`config.mk`:
```
export PLATFORM = sky130hd
export DESIGN_NAME = pfwp_gate
export DESIGN_NICKNAME = d
export VERILOG_FILES = /design/src/rtl/pfwp_pkg.sv /design/src/rtl/pfwp_sync2.sv /design/src/rtl/pfwp_timer.sv /design/src/rtl/pfwp_ctrl.sv /design/src/rtl/pfwp_gate.sv
export SDC_FILE = /design/constraint.sdc
export NUM_CORES = 1
export LEC_CHECK = 0
export BUFFER_PORTS_ARGS = -buffer_cell sky130_fd_sc_hd__clkbuf_2
export CORE_ASPECT_RATIO = 1.4
export CORE_MARGIN = 3
export CORE_UTILIZATION = 30
export DETAILED_ROUTE_END_ITERATION = 8
export PLACE_DENSITY = 0.45
export SLEW_MARGIN = 20
export SYNTH_ARGS = -nofsm -noshare
export SYNTH_HDL_FRONTEND = slang
export SYNTH_SLANG_ARGS = --single-unit
```
`constraint.sdc`:
```
create_clock -name clk -period 1.85 [get_ports clk]
set_input_delay 0.0925 -clock clk [delete_from_list [all_inputs] [get_ports clk]]
set_output_delay 0.0925 -clock clk [all_outputs]
set_load 0.005 [all_outputs]
```
`src/rtl/pfwp_pkg.sv`:
```
package pfwp_pkg;

    typedef enum logic [1:0] {
        ST_OPEN    = 2'd0,
        ST_DRAIN   = 2'd1,
        ST_LOCKED  = 2'd2,
        ST_SETTLE  = 2'd3
    } gate_state_e;

    typedef struct packed {
        logic ce_n;
        logic we_n;
        logic oe_n;
    } strobe_t;

    localparam strobe_t STROBE_IDLE = '{ce_n: 1'b1, we_n: 1'b1, oe_n: 1'b1};

    function automatic int us_to_cycles(input longint clk_khz, input longint us);
        longint c;
        c = (clk_khz * us) / 1000;
        if (c < 1) c = 1;
        return int'(c);
    endfunction

    function automatic logic access_live(input strobe_t s);
        return !s.ce_n && (!s.we_n || !s.oe_n);
    endfunction

endpackage

```
`src/rtl/pfwp_sync2.sv`:
```
module pfwp_sync2 (
    input  logic clk,
    input  logic rst,
    input  logic d,
    output logic q
);
    logic meta;

    always_ff @(posedge clk) begin
        if (rst) begin
            meta <= 1'b0;
            q    <= 1'b0;
        end else begin
            meta <= d;
            q    <= meta;
        end
    end
endmodule

```
`src/rtl/pfwp_timer.sv`:
```
module pfwp_timer #(
    parameter int LIMIT = 16
) (
    input  logic clk,
    input  logic rst,
    input  logic run,
    output logic done
);
    localparam int W = (LIMIT < 2) ? 1 : $clog2(LIMIT);

    logic [W-1:0] cnt;

    always_ff @(posedge clk) begin
        if (rst || !run) cnt <= '0;
        else if (!done) cnt <= cnt + 1'b1;
    end

    assign done = run && (cnt == W'(LIMIT - 1));
endmodule

```
`src/rtl/pfwp_ctrl.sv`:
```
module pfwp_ctrl
    import pfwp_pkg::*;
#(
    parameter int GRACE_CYC   = 16,
    parameter int RECOVER_CYC = 64
) (
    input  logic    clk,
    input  logic    rst,
    input  logic    pf,
    input  strobe_t host,
    output logic    pass
);
    gate_state_e state, state_nx;
    logic grace_done, settle_done;

    pfwp_timer #(.LIMIT(GRACE_CYC)) u_grace (
        .clk(clk), .rst(rst), .run(state == ST_DRAIN), .done(grace_done)
    );

    pfwp_timer #(.LIMIT(RECOVER_CYC)) u_settle (
        .clk(clk), .rst(rst), .run(state == ST_SETTLE), .done(settle_done)
    );

    always_comb begin
        state_nx = state;
        unique case (state)
            ST_OPEN:   if (pf) state_nx = access_live(host) ? ST_DRAIN : ST_LOCKED;
            ST_DRAIN:  if (host.ce_n || grace_done) state_nx = ST_LOCKED;
            ST_LOCKED: if (!pf) state_nx = ST_SETTLE;
            ST_SETTLE: begin
                if (pf) state_nx = ST_LOCKED;
                else if (settle_done && host.ce_n) state_nx = ST_OPEN;
            end
            default:   state_nx = ST_LOCKED;
        endcase
    end

    always_ff @(posedge clk) begin
        if (rst) state <= ST_SETTLE;
        else     state <= state_nx;
    end

    assign pass = (state == ST_OPEN) || (state == ST_DRAIN);
endmodule

```
`src/rtl/pfwp_gate.sv`:
```
module pfwp_gate
    import pfwp_pkg::*;
#(
    parameter int CLK_KHZ    = 100000,
    parameter int GRACE_US   = 100,
    parameter int RECOVER_US = 80000
) (
    input  logic clk,
    input  logic rst,
    input  logic pf_async,
    input  logic host_ce_n,
    input  logic host_we_n,
    input  logic host_oe_n,
    output logic mem_ce_n,
    output logic mem_we_n,
    output logic mem_oe_n,
    output logic dq_drive_en,
    output logic wp_active
);
    localparam int GRACE_CYC   = us_to_cycles(CLK_KHZ, GRACE_US);
    localparam int RECOVER_CYC = us_to_cycles(CLK_KHZ, RECOVER_US);

    strobe_t host, gated;
    logic    pf_s, pass;
    logic    ce_prev_n, late_ce_hold;

    assign host = '{ce_n: host_ce_n, we_n: host_we_n, oe_n: host_oe_n};

    pfwp_sync2 u_sync (.clk(clk), .rst(rst), .d(pf_async), .q(pf_s));

    pfwp_ctrl #(.GRACE_CYC(GRACE_CYC), .RECOVER_CYC(RECOVER_CYC)) u_ctrl (
        .clk(clk), .rst(rst), .pf(pf_s), .host(host), .pass(pass)
    );

    // A cycle whose CE falls while WE is already low keeps the bus released
    // until CE returns high.
    always_ff @(posedge clk) begin
        if (rst) begin
            ce_prev_n    <= 1'b1;
            late_ce_hold <= 1'b0;
        end else begin
            ce_prev_n <= host_ce_n;
            if (host_ce_n)
                late_ce_hold <= 1'b0;
            else if (ce_prev_n && !host_we_n)
                late_ce_hold <= 1'b1;
        end
    end

    assign gated = pass ? host : STROBE_IDLE;

    assign mem_ce_n    = gated.ce_n;
    assign mem_we_n    = gated.we_n;
    assign mem_oe_n    = gated.oe_n;
    assign dq_drive_en = !gated.ce_n && gated.we_n && !gated.oe_n && !late_ce_hold
                         && !(ce_prev_n && !host_ce_n && !host_we_n);
    assign wp_active   = !pass;
endmodule

```
==> results of run 1 <==
-- flip-flops by register name, summed over array words and instances (netlist names) --
register,count
late_ce_hold,1
u_sync.meta,1
u_ctrl.u_settle.cnt,23
u_ctrl.u_grace.cnt,14
u_sync.q,1
u_ctrl.state,2
ce_prev_n,1
-- layer usage --
| layer | part of all wire [%] | vias to the layer above | wire length [microns] | GRT usage (%) |
|---|---|---|---|---|
| li1 | - | 1013 | - | - |
| met1 | 45 | 921 | 2360 | 15.2 |
| met2 | 52 | 18 | 2720 | 24.2 |
| met3 | 1.9 | 4 | 99 | 2.81 |
| met4 | 1.2 | 0 | 65 | 5.28 |
| met5 | 0 | - | 0 | 0 |
-- worst max path at each step --
stage	from	endpoint	slack, ns	depth (start not counted)
2_1_floorplan	u_ctrl.u_grace.cnt[0]$_SDFFE_PP0N_	u_ctrl.state[1]$_SDFFE_PP1P_	0.06	6
3_3_place_gp	u_ctrl.u_grace.cnt[0]$_SDFFE_PP0N_	u_ctrl.state[1]$_SDFFE_PP1P_	0.17	5
3_5_place_dp	u_ctrl.u_grace.cnt[0]$_SDFFE_PP0N_	u_ctrl.state[1]$_SDFFE_PP1P_	0.14	5
4_1_cts	u_ctrl.u_grace.cnt[0]$_SDFFE_PP0N_	u_ctrl.state[1]$_SDFFE_PP1P_	0.13	5
5_1_grt	u_ctrl.u_grace.cnt[0]$_SDFFE_PP0N_	u_ctrl.state[1]$_SDFFE_PP1P_	0.05	5
6_report	u_ctrl.u_grace.cnt[0]$_SDFFE_PP0N_	u_ctrl.state[1]$_SDFFE_PP1P_	0.13	5
-- power groups by stage --
stage	clock [uW]	sequential [uW]	combinational (uW)
detailed placement	0	980	118
finish	664	958	117
CTS	701	959	119
global placement	0	981	118
floorplan	0	973	85.7
global route	736	962	135
-- final cells by class --
cell class	count	area, sq um	area share [%]
repair buffers	29	195	7.46
multi-input cells	199	1320	50.4
inverters	6	22.5	0.861
well taps	95	119	4.55
flip-flops and latches	43	861	32.9
clock buffers	8	100	3.83
-- worst max-delay path: cells and delay by family, from the launching register on --
kind / cells / cell delay [ns]
DFF: 1 / 0.35
adders and majority gates: 1 / 0.21
and+or+nand+nor: 2 / 0.42
AOI/OAI and AO/OA: 2 / 0.64
-- cells in the mapped netlist, types with 3 or more instances --
cell type,count
and3_1,9
nand2b_1,5
nand3_1,15
dfxtp_1,43
o31ai_1,4
nand2_1,17
or4_1,4
xor2_1,6
mux2i_1,4
o21ai_0,12
a41o_1,3
and2_1,3
a2111o_1,3
and4_1,5
nor3_1,8
xnor2_1,6
buf_2,6
or2_2,5
clkbuf_1,5
nor2_1,19
inv_1,6
nand4_1,9
a21oi_1,19
nor2b_1,3
a31oi_1,6
-- repair_timing --
item                                   in CTS  in global routing
endpoints found under the hold margin       1                  0
gates resized for setup                     0                  0
hold buffers                                1                  0
setup endpoints to repair                   0                  0
setup buffers                               0                  0
-- metrics by stage --
step	utilization (%)	worst slack (ns)
after global routing	36.5	0.0496
after CTS	36.5	0.127
after detailed placement	35.0	0.139
final	36.5	0.127
after floorplan	-	0.0590
after global placement	35.0	0.168
-- cells by family after synthesis --
| group | share of synthesized area (%) |
|---|---|
| AOI/OAI and AO/OA | 16.7 |
| xor gates and xnor gates | 4.63 |
| adders and majority gates | 1.10 |
| buffers and inverters | 3.97 |
| DFF | 37.9 |
| muxes | 1.77 |
| and+or+nand+nor | 33.9 |
==> impl_metrics.json, run 1 <==
{
  "synth_edf_count": 0,
  "ys_ff_latch": 43,
  "grt_start_max_net_pins": 13,
  "layout.cells.non_filler": 380,
  "clkPwrFrac_pct": 38.2,
  "setup_violations": 0,
  "routed_wl_microns": 5250,
  "worst_pin_slew_ns": 0.393,
  "period_minus_slack_ns": 1.72,
  "synth_top_cell_by_area": "dfxtp_1",
  "syn_to_final_growth_pct": 15.3,
  "netlist_area_sq_mm": 0.00227,
  "drive_gt1_share_pct": 19.6,
  "status": "complete, no violations",
  "yosys-top-cells-area": "dfxtp_1 38%, a21oi_1 4.2%, nand3_1 3.3%",
  "cp_slowest_stage_delay_ns": 0.35,
  "finalInstanceArea_sq_mm": 0.00262,
  "whs_endpoint": "ce_prev_n$_SDFF_PP1_",
  "ioPinCount": 11,
  "cts_root_buffer": "clkbuf_8",
  "numCtsBuffers": 5,
  "dr.pass1.iters": 4,
  "async_reset_ff_share_pct": 0,
  "fin_nets": 292,
  "path_max_fanout": 5,
  "antenna_found_initial": 0,
  "seqPwrFrac_pct": 55.1,
  "antenna_cells": 0,
  "hold_depth": 2,
  "grt_pass1_wl_microns": 9270,
  "hold_viol": 0,
  "hold_class": "input port to flop",
  "clock_path_buffers": 2,
  "worstPathArrival_ns": 1.91,
  "path_common_cell": "and3_1",
  "die_h_microns": 109,
  "worstSetupStartpointType": "flop",
  "synth_cells": 261,
  "gp_congestion": 0.828,
  "fp-row-count": 36,
  "ys_warn_count": 0,
  "start_util_pct": 31.7,
  "drc_errors": 0,
  "drtIter0Drc": 84,
  "cts_tree": "yes",
  "rr_worst_depth": 5,
  "clk_latency_ns": 0.30,
  "power.switching_uw": 407,
  "p_leak_uw": 0.000987,
  "tns_ns": 0,
  "finalCritPeriodShare_pct": 93.2,
  "drtAntennaViolNets": 0,
  "cp-end-kind": "flop",
  "r2r_slack_ns": 0.13,
  "core-area_sq_mm": 0.00716,
  "max_freq_ghz": 0.580,
  "layout_commonest_cell": "dfxtp_1",
  "placed_cells": 371,
  "hpwlAfterDp_microns": 3830,
  "skew_ns": 0.00948,
  "r2r_end": "u_ctrl.state[1]$_SDFFE_PP1P_",
  "syn-num-nets": 269,
  "dpl_cell_area_sq_mm": 0.00250,
  "p_total_uw": 1740,
  "grt_usage_pct": 13.4,
  "rsz0062_at_grt": "false",
  "wl_per_cell_microns": 13.8,
  "routed_via_density": 5.15,
  "synth-main-ff-cell": "dfxtp_1",
  "htreeDepth": 2,
  "final_cell_mix": "43 x dfxtp_1, 19 x a21oi_1, 19 x nor2_1",
  "timing.hold.ws_ns": 0.0628,
  "worstPathCellList": "ha_1 -> and3_1 -> and3_1 -> a211o_1 -> a221o_1",
  "drv_cap": 0,
  "critical_path_class": "flop to flop",
  "io_buffers": 10,
  "die_area_sq_mm": 0.00866,
  "fp.dieW_microns": 79.5,
  "clk_pin_slew_worst_paths_ns": 0.09,
  "vias": 1956,
  "worstHoldStart": "host_ce_n",
  "vdd_drop_max_mv": 0.316,
  "grt_pass1_vias": 1986,
  "nFillCells": 748,
  "cts_sinks": 43,
  "p_per_area_mw_per_mm2": 665,
  "slew_headroom_pct": 73.5,
  "cp.required_ns": 2.04,
  "swShare_pct": 23.4,
  "drv_slew": 0,
  "synth_top_area_share_pct": 37.9,
  "crit_slowest_cell": "dfxtp_1",
  "synth.avg_cell_area_sq_um": 8.69,
  "yosysSeqAreaShare_pct": 37.9,
  "overflow": 0,
  "p_comb_share_pct": 6.7,
  "synth.distinct_cells": 53,
  "rr_startpoint": "u_ctrl.u_grace.cnt[0]$_SDFFE_PP0N_",
  "internal-power_uw": 1330
}
Power figures use the tool's default switching activity.
==> inputs of run 2 (changes only) <==
--- a/config.mk
+++ b/config.mk
@@ -6,12 +6,10 @@
 export NUM_CORES = 1
 export LEC_CHECK = 0
 export BUFFER_PORTS_ARGS = -buffer_cell sky130_fd_sc_hd__clkbuf_2
-export CORE_ASPECT_RATIO = 1.4
 export CORE_MARGIN = 3
-export CORE_UTILIZATION = 30
+export CORE_UTILIZATION = 45
 export DETAILED_ROUTE_END_ITERATION = 8
-export PLACE_DENSITY = 0.45
-export SLEW_MARGIN = 20
+export PLACE_DENSITY = 0.63
 export SYNTH_ARGS = -nofsm -noshare
 export SYNTH_HDL_FRONTEND = slang
 export SYNTH_SLANG_ARGS = --single-unit
==> run 2 against run 1 <==
Against the previous run: clock power is 0.6% lower; power is 0.58% lower; largest cell class unchanged; register-to-register slack hardly changed; sequential share of layout area is 0.92 points higher; critical endpoint unchanged; cell area is 2.7% lower; via count is 0.82% lower; routed wire length is 11% lower.
==> impl_metrics.json, run 2 (synthesized netlist as in run 1, its figures left out) <==
{
  "largest_reg_flops": 23,
  "overflow": 0,
  "cts_tree": "yes",
  "setup_ws_ns": 0.129,
  "hold_viol": 0,
  "cts.hold.buffers_added": 0,
  "clk_pin_slew_worst_paths_ns": 0.08,
  "drtAntennaViolNets": 0,
  "power.switching_uw": 402,
  "worst_pin_slew_ns": 0.492,
  "gp_congestion": 0.898,
  "p_per_area_mw_per_mm2": 680,
  "clk_latency_ns": 0.30,
  "vdd_drop_max_mv": 0.428,
  "fin_nets": 287,
  "grt_pass1_vias": 1834,
  "routed_wl_microns": 4670,
  "finalCritPeriodShare_pct": 93.0,
  "skew_ns": 0.0123,
  "clkPwrFrac_pct": 38.2,
  "cp.required_ns": 2.03,
  "swShare_pct": 23.2,
  "path_max_fanout": 5,
  "internal-power_uw": 1330,
  "biggestRegsByFlops": "u_ctrl.u_settle.cnt x23, u_ctrl.u_grace.cnt x14, u_ctrl.state x2",
  "fp.dieW_microns": 77,
  "seqPwrFrac_pct": 55.3,
  "cts_sinks": 43,
  "die_h_microns": 77,
  "p_leak_uw": 0.000963,
  "numCtsBuffers": 5,
  "post-cts-setup-buffers": 0,
  "slew_headroom_pct": 67.2,
  "fp-row-count": 25,
  "cts_root_buffer": "clkbuf_8",
  "vias": 1940,
  "max_freq_ghz": 0.581,
  "drv_slew": 0,
  "die_area_sq_mm": 0.00593,
  "rsz0062_at_grt": "false",
  "clock_path_buffers": 2,
  "critical_path_class": "flop to flop",
  "io_buffers": 10,
  "hpwlAfterDp_microns": 3370,
  "worstSetupStartpointType": "flop",
  "hold_class": "input port to flop",
  "grt_start_max_net_pins": 17,
  "p_comb_share_pct": 6.5,
  "wl_per_cell_microns": 13.5,
  "worstPathArrival_ns": 1.90,
  "syn_to_final_growth_pct": 12.1,
  "tns_ns": 0,
  "drv_cap": 0,
  "ioPinCount": 11,
  "period_minus_slack_ns": 1.72,
  "nFillCells": 457,
  "antenna_cells": 0,
  "final_cell_mix": "43 x dfxtp_1, 19 x a21oi_1, 19 x nor2_1",
  "drc_errors": 0,
  "dr.pass1.iters": 4,
  "drive_gt1_share_pct": 18.9,
  "grt_usage_pct": 16.6,
  "routed_via_density": 5.59,
  "antenna_found_initial": 0,
  "start_util_pct": 47.4,
  "core-area_sq_mm": 0.00479,
  "cts.repair.resized": 0,
  "htreeDepth": 2,
  "status": "complete, no violations",
  "drtIter0Drc": 119,
  "regMostFlops": "u_ctrl.u_settle.cnt",
  "layout_commonest_cell": "dfxtp_1",
  "grt_pass1_wl_microns": 8170,
  "setup_violations": 0,
  "cp-end-kind": "flop",
  "pre_cts_slack_ns": 0.160
}
## run 2: changes by cell type in the layout (fill, tap and decap cells not counted), sizes merged
| cell | previous run | this run |
|---|---|---|
| buf | 18 | 14 |
| clkbuf | 18 | 17 |
| clkinvlp | 0 | 1 |
| dlygate4sd3 | 1 | 0 |
## run 2: cell type report
| type | instances | area [sq um] | share of cell area [%] |
|---|---|---|---|
| timing repair buffer | 24 | 155 | 6.10 |
| inverter | 6 | 22.5 | 0.885 |
| sequential | 43 | 861 | 33.8 |
| multi-input combinational | 199 | 1320 | 51.8 |
| clock inverter | 1 | 7.51 | 0.295 |
| tap | 67 | 83.8 | 3.30 |
| clock buffer | 7 | 96.3 | 3.79 |
## run 2: final timing paths
kind                            slack (ns)                           end  cells after the start                          startpoint
worst max-delay path                  0.13  u_ctrl.state[1]$_SDFFE_PP1P_                      5  u_ctrl.u_grace.cnt[0]$_SDFFE_PP0N_
worst min-delay path                  0.04        u_sync.meta$_SDFF_PP0_                      2                            pf_async
worst max register to register        0.13  u_ctrl.state[1]$_SDFFE_PP1P_                      5  u_ctrl.u_grace.cnt[0]$_SDFFE_PP0N_
worst min register to register        0.45           u_sync.q$_SDFF_PP0_                      1              u_sync.meta$_SDFF_PP0_
## run 2: power groups by stage
stage               Sequential (uW)  Combinational (uW)  Clock [uW]
CTS                             957                 114         681
finish                          957                 113         660
detailed placement              979                 114           0
floorplan                       973                85.7           0
global route                    960                 128         725
global placement                978                 114           0
## run 2: layer usage
metal	GRT usage, %	part of all wire [%]	wire length [microns]	vias up
li1	-	-	-	1007
met2	28.3	48	2240	27
met1	20.6	48	2240	896
met4	5.69	1.4	65	0
met3	3.64	2.8	131	10
met5	0	0	0	-
## run 2: worst max-delay path: stages (launching register included)
cell,delay [ns]
dfxtp_1,0.35
ha_1,0.21
and3_1,0.20
and3_1,0.22
a211o_1,0.31
a221o_1,0.31
## run 2: per-stage QoR
stage / power [uW] / util (%) / std cells / area (sq um) / hold WS (ns)
after CTS: 1750 / 53.2 / 347 / 2540 / 0.0411
after global routing: 1810 / 53.2 / 347 / 2540 / 0.0592
final: 1730 / 53.2 / 347 / 2540 / 0.0436
after detailed placement: 1090 / 51.0 / 339 / 2440 / 0.347
after floorplan: 1060 / - / 261 / 2270 / 0.212
after global placement: 1090 / 51.0 / 339 / 2440 / 0.309
==> inputs of run 3 (changes only) <==
--- a/config.mk
+++ b/config.mk
@@ -5,11 +5,12 @@
 export SDC_FILE = /design/constraint.sdc
 export NUM_CORES = 1
 export LEC_CHECK = 0
+export ABC_AREA = 1
 export BUFFER_PORTS_ARGS = -buffer_cell sky130_fd_sc_hd__clkbuf_2
 export CORE_MARGIN = 3
 export CORE_UTILIZATION = 45
 export DETAILED_ROUTE_END_ITERATION = 8
-export PLACE_DENSITY = 0.63
+export PLACE_DENSITY = 0.62
 export SYNTH_ARGS = -nofsm -noshare
 export SYNTH_HDL_FRONTEND = slang
 export SYNTH_SLANG_ARGS = --single-unit
==> run 3 against run 2 <==
Against the previous run: routed wire length is 2.8% lower; sequential power is 7% higher; critical path depth is 3 higher; synthesized cell count is 31% higher; final cell count is 23% higher; hold slack better by 0.0015 ns; clock power is 2% lower; sequential share of layout area is 0.23 points higher; critical endpoint is now u_ctrl.u_settle.cnt[0]$_SDFFE_PP0N_; highest routed layer unchanged.
==> impl_metrics.json, run 3 <==
{
  "status": "complete, no violations",
  "post-cts-setup-buffers": 0,
  "overflow": 0,
  "antenna_found_initial": 0,
  "layout_commonest_cell": "nand2_1",
  "vias": 2037,
  "worst_pin_slew_ns": 0.338,
  "critical_path_class": "flop to flop",
  "yosysSeqAreaShare_pct": 37.7,
  "cp.required_ns": 2.03,
  "postLayoutCoreUtil_pct": 52.4,
  "io_buffers": 10,
  "drtAntennaViolNets": 0,
  "ys_ff_latch": 43,
  "hpwlAfterDp_microns": 3530,
  "crit_family": "simple AND/OR/NAND/NOR gates",
  "core-area_sq_mm": 0.00482,
  "final_cell_mix": "64 x nand2_1, 58 x nor2_1, 49 x inv_1",
  "synth-main-ff-cell": "dfxtp_1",
  "synth.avg_cell_area_sq_um": 6.70,
  "drv_slew": 0,
  "path_max_fanout": 6,
  "worstPathCellList": "ha_1 -> inv_2 -> nor2_4 -> nand2_4 -> nor2_2 -> nand2_2 -> xnor2_1 -> nor2_1",
  "skew_ns": 0.00597,
  "numCtsBuffers": 5,
  "biggestRegsByFlops": "u_ctrl.u_settle.cnt x23, u_ctrl.u_grace.cnt x14, u_ctrl.state x2",
  "clock_path_buffers": 2,
  "fp-row-count": 25,
  "setup_violations": 0,
  "drive_gt1_share_pct": 12.3,
  "worstHoldStart": "rst",
  "timing.critical_path.buf_inv": 1,
  "yosysMostFrequentCell": "nand2_1",
  "antenna_cells": 0,
  "netlist_top_cells_count": "64 x nand2_1, 58 x nor2_1, 49 x inv_1",
  "async_reset_ff_share_pct": 0,
  "max_freq_ghz": 0.634,
  "drv_cap": 0,
  "ys_warn_count": 0,
  "drc_errors": 0,
  "hold_class": "input port to flop",
  "cp-end-kind": "flop",
  "crit_slowest_cell": "dfxtp_1",
  "gp_congestion": 0.831,
  "slew_headroom_pct": 77.4,
  "dr.pass1.iters": 4,
  "p_leak_uw": 0.000966,
  "syn-num-nets": 349,
  "wl_per_cell_microns": 10.7,
  "regMostFlops": "u_ctrl.u_settle.cnt",
  "worstSetupStartpointType": "flop",
  "syn_to_final_growth_pct": 10.5,
  "synth_top_cell_by_area": "dfxtp_1",
  "tns_ns": 0,
  "hold_viol": 0,
  "clk_pin_slew_worst_paths_ns": 0.08,
  "cts_root_buffer": "clkbuf_8",
  "ioPinCount": 11,
  "r2r_slack_ns": 0.27,
  "cts_tree": "yes",
  "crit_start": "u_ctrl.u_settle.cnt[1]$_SDFFE_PP0N_",
  "synth_edf_count": 0,
  "htreeDepth": 2,
  "grt_pass1_wl_microns": 8210,
  "period_minus_slack_ns": 1.58,
  "fp.dieW_microns": 77.3,
  "grt_usage_pct": 16.6,
  "synth.distinct_cells": 33,
  "yosys-top-cells-area": "dfxtp_1 38%, nand2_1 11%, nor2_1 9.5%",
  "fin_nets": 366,
  "nFillCells": 530,
  "routed_via_density": 4.78,
  "finalCritPeriodShare_pct": 85.3,
  "cp_slowest_stage_delay_ns": 0.39,
  "vdd_drop_max_mv": 0.270,
  "p_per_area_mw_per_mm2": 809,
  "synth_cells": 341,
  "die_h_microns": 77.3,
  "clk_latency_ns": 0.29,
  "rsz0062_at_grt": "false",
  "synth_top_area_share_pct": 37.7,
  "grt_start_max_net_pins": 14,
  "die_area_sq_mm": 0.00597,
  "grt_pass1_vias": 1874,
  "routed_wl_microns": 4540,
  "drtIter0Drc": 75,
  "start_util_pct": 47.5,
  "rr_startpoint": "u_ctrl.u_settle.cnt[1]$_SDFFE_PP0N_",
  "largest_reg_flops": 23,
  "cts_sinks": 43,
  "worstPathArrival_ns": 1.75,
  "netlist_area_sq_mm": 0.00229
}
-- run 3: changes by cell type after synthesis, sizes merged, moves of 8 or more --
| cell | change |
|---|---|
| and3 | -9 |
| nand2 | +51 |
| nand4 | -8 |
| inv | +48 |
| nor2 | +47 |
| nand3 | +13 |
| a21oi | +8 |
-- run 3: area by class of cell --
type / count / area, sq um / share of cell area [%]
multi-input combinational: 240 / 1200 / 47.5
sequential: 43 / 861 / 34.1
inverter: 55 / 206 / 8.17
clock buffer: 8 / 100 / 3.96
tap: 67 / 83.8 / 3.32
timing repair buffer: 13 / 75.1 / 2.97
-- run 3: metal layers --
layer	part of all wire [%]	wire length [microns]	vias up	global-route usage, %
li1	-	-	1110	-
met1	53	2390	899	22.8
met2	42	1930	24	26.1
met3	3.8	172	4	3.64
met4	1.1	51	0	4.80
met5	0	0	-	0
-- run 3: per-stage QoR --
| step | setup WS (ns) | cells | hold WS (ns) | power (uW) | cell area [sq um] |
|---|---|---|---|---|---|
| detailed placement | 0.290 | 417 | 0.300 | 1420 | 2420 |
| floorplan | 0.383 | 341 | 0.164 | 1310 | 2290 |
| finish | 0.272 | 426 | 0.0450 | 2040 | 2530 |
| CTS | 0.277 | 426 | 0.0428 | 2070 | 2530 |
| global route | 0.0507 | 426 | 0.0588 | 2170 | 2530 |
| global placement | 0.350 | 417 | 0.299 | 1420 | 2420 |
-- run 3: cell families after synthesis --
group | count (synthesis) | synth area share (%)
xor gates and xnor gates | 9 | 3.45
AOI/OAI and AO/OA | 40 | 9.14
and+or+nand+nor | 189 | 38.8
DFF | 43 | 37.7
buffers and inverters | 58 | 9.85
adders and majority gates | 2 | 1.09
-- run 3: worst paths after layout --
| path | end | cells past startpoint |
|---|---|---|
| max | u_ctrl.u_settle.cnt[0]$_SDFFE_PP0N_ | 8 |
| min | u_sync.meta$_SDFF_PP0_ | 2 |
| max reg2reg | u_ctrl.u_settle.cnt[0]$_SDFFE_PP0N_ | 8 |
| min reg2reg | u_sync.q$_SDFF_PP0_ | 2 |
-- run 3: power by group --
part	internal [uW]	switching (uW)
clock network	341	304
logic	142	234
registers	971	53.2
-- run 3: repair_timing --
| action | 4_1_cts | 5_1_grt |
|---|---|---|
| endpoints found under the hold margin | 1 | 0 |
| resized for setup | 0 | 0 |
| hold buffers | 1 | 0 |
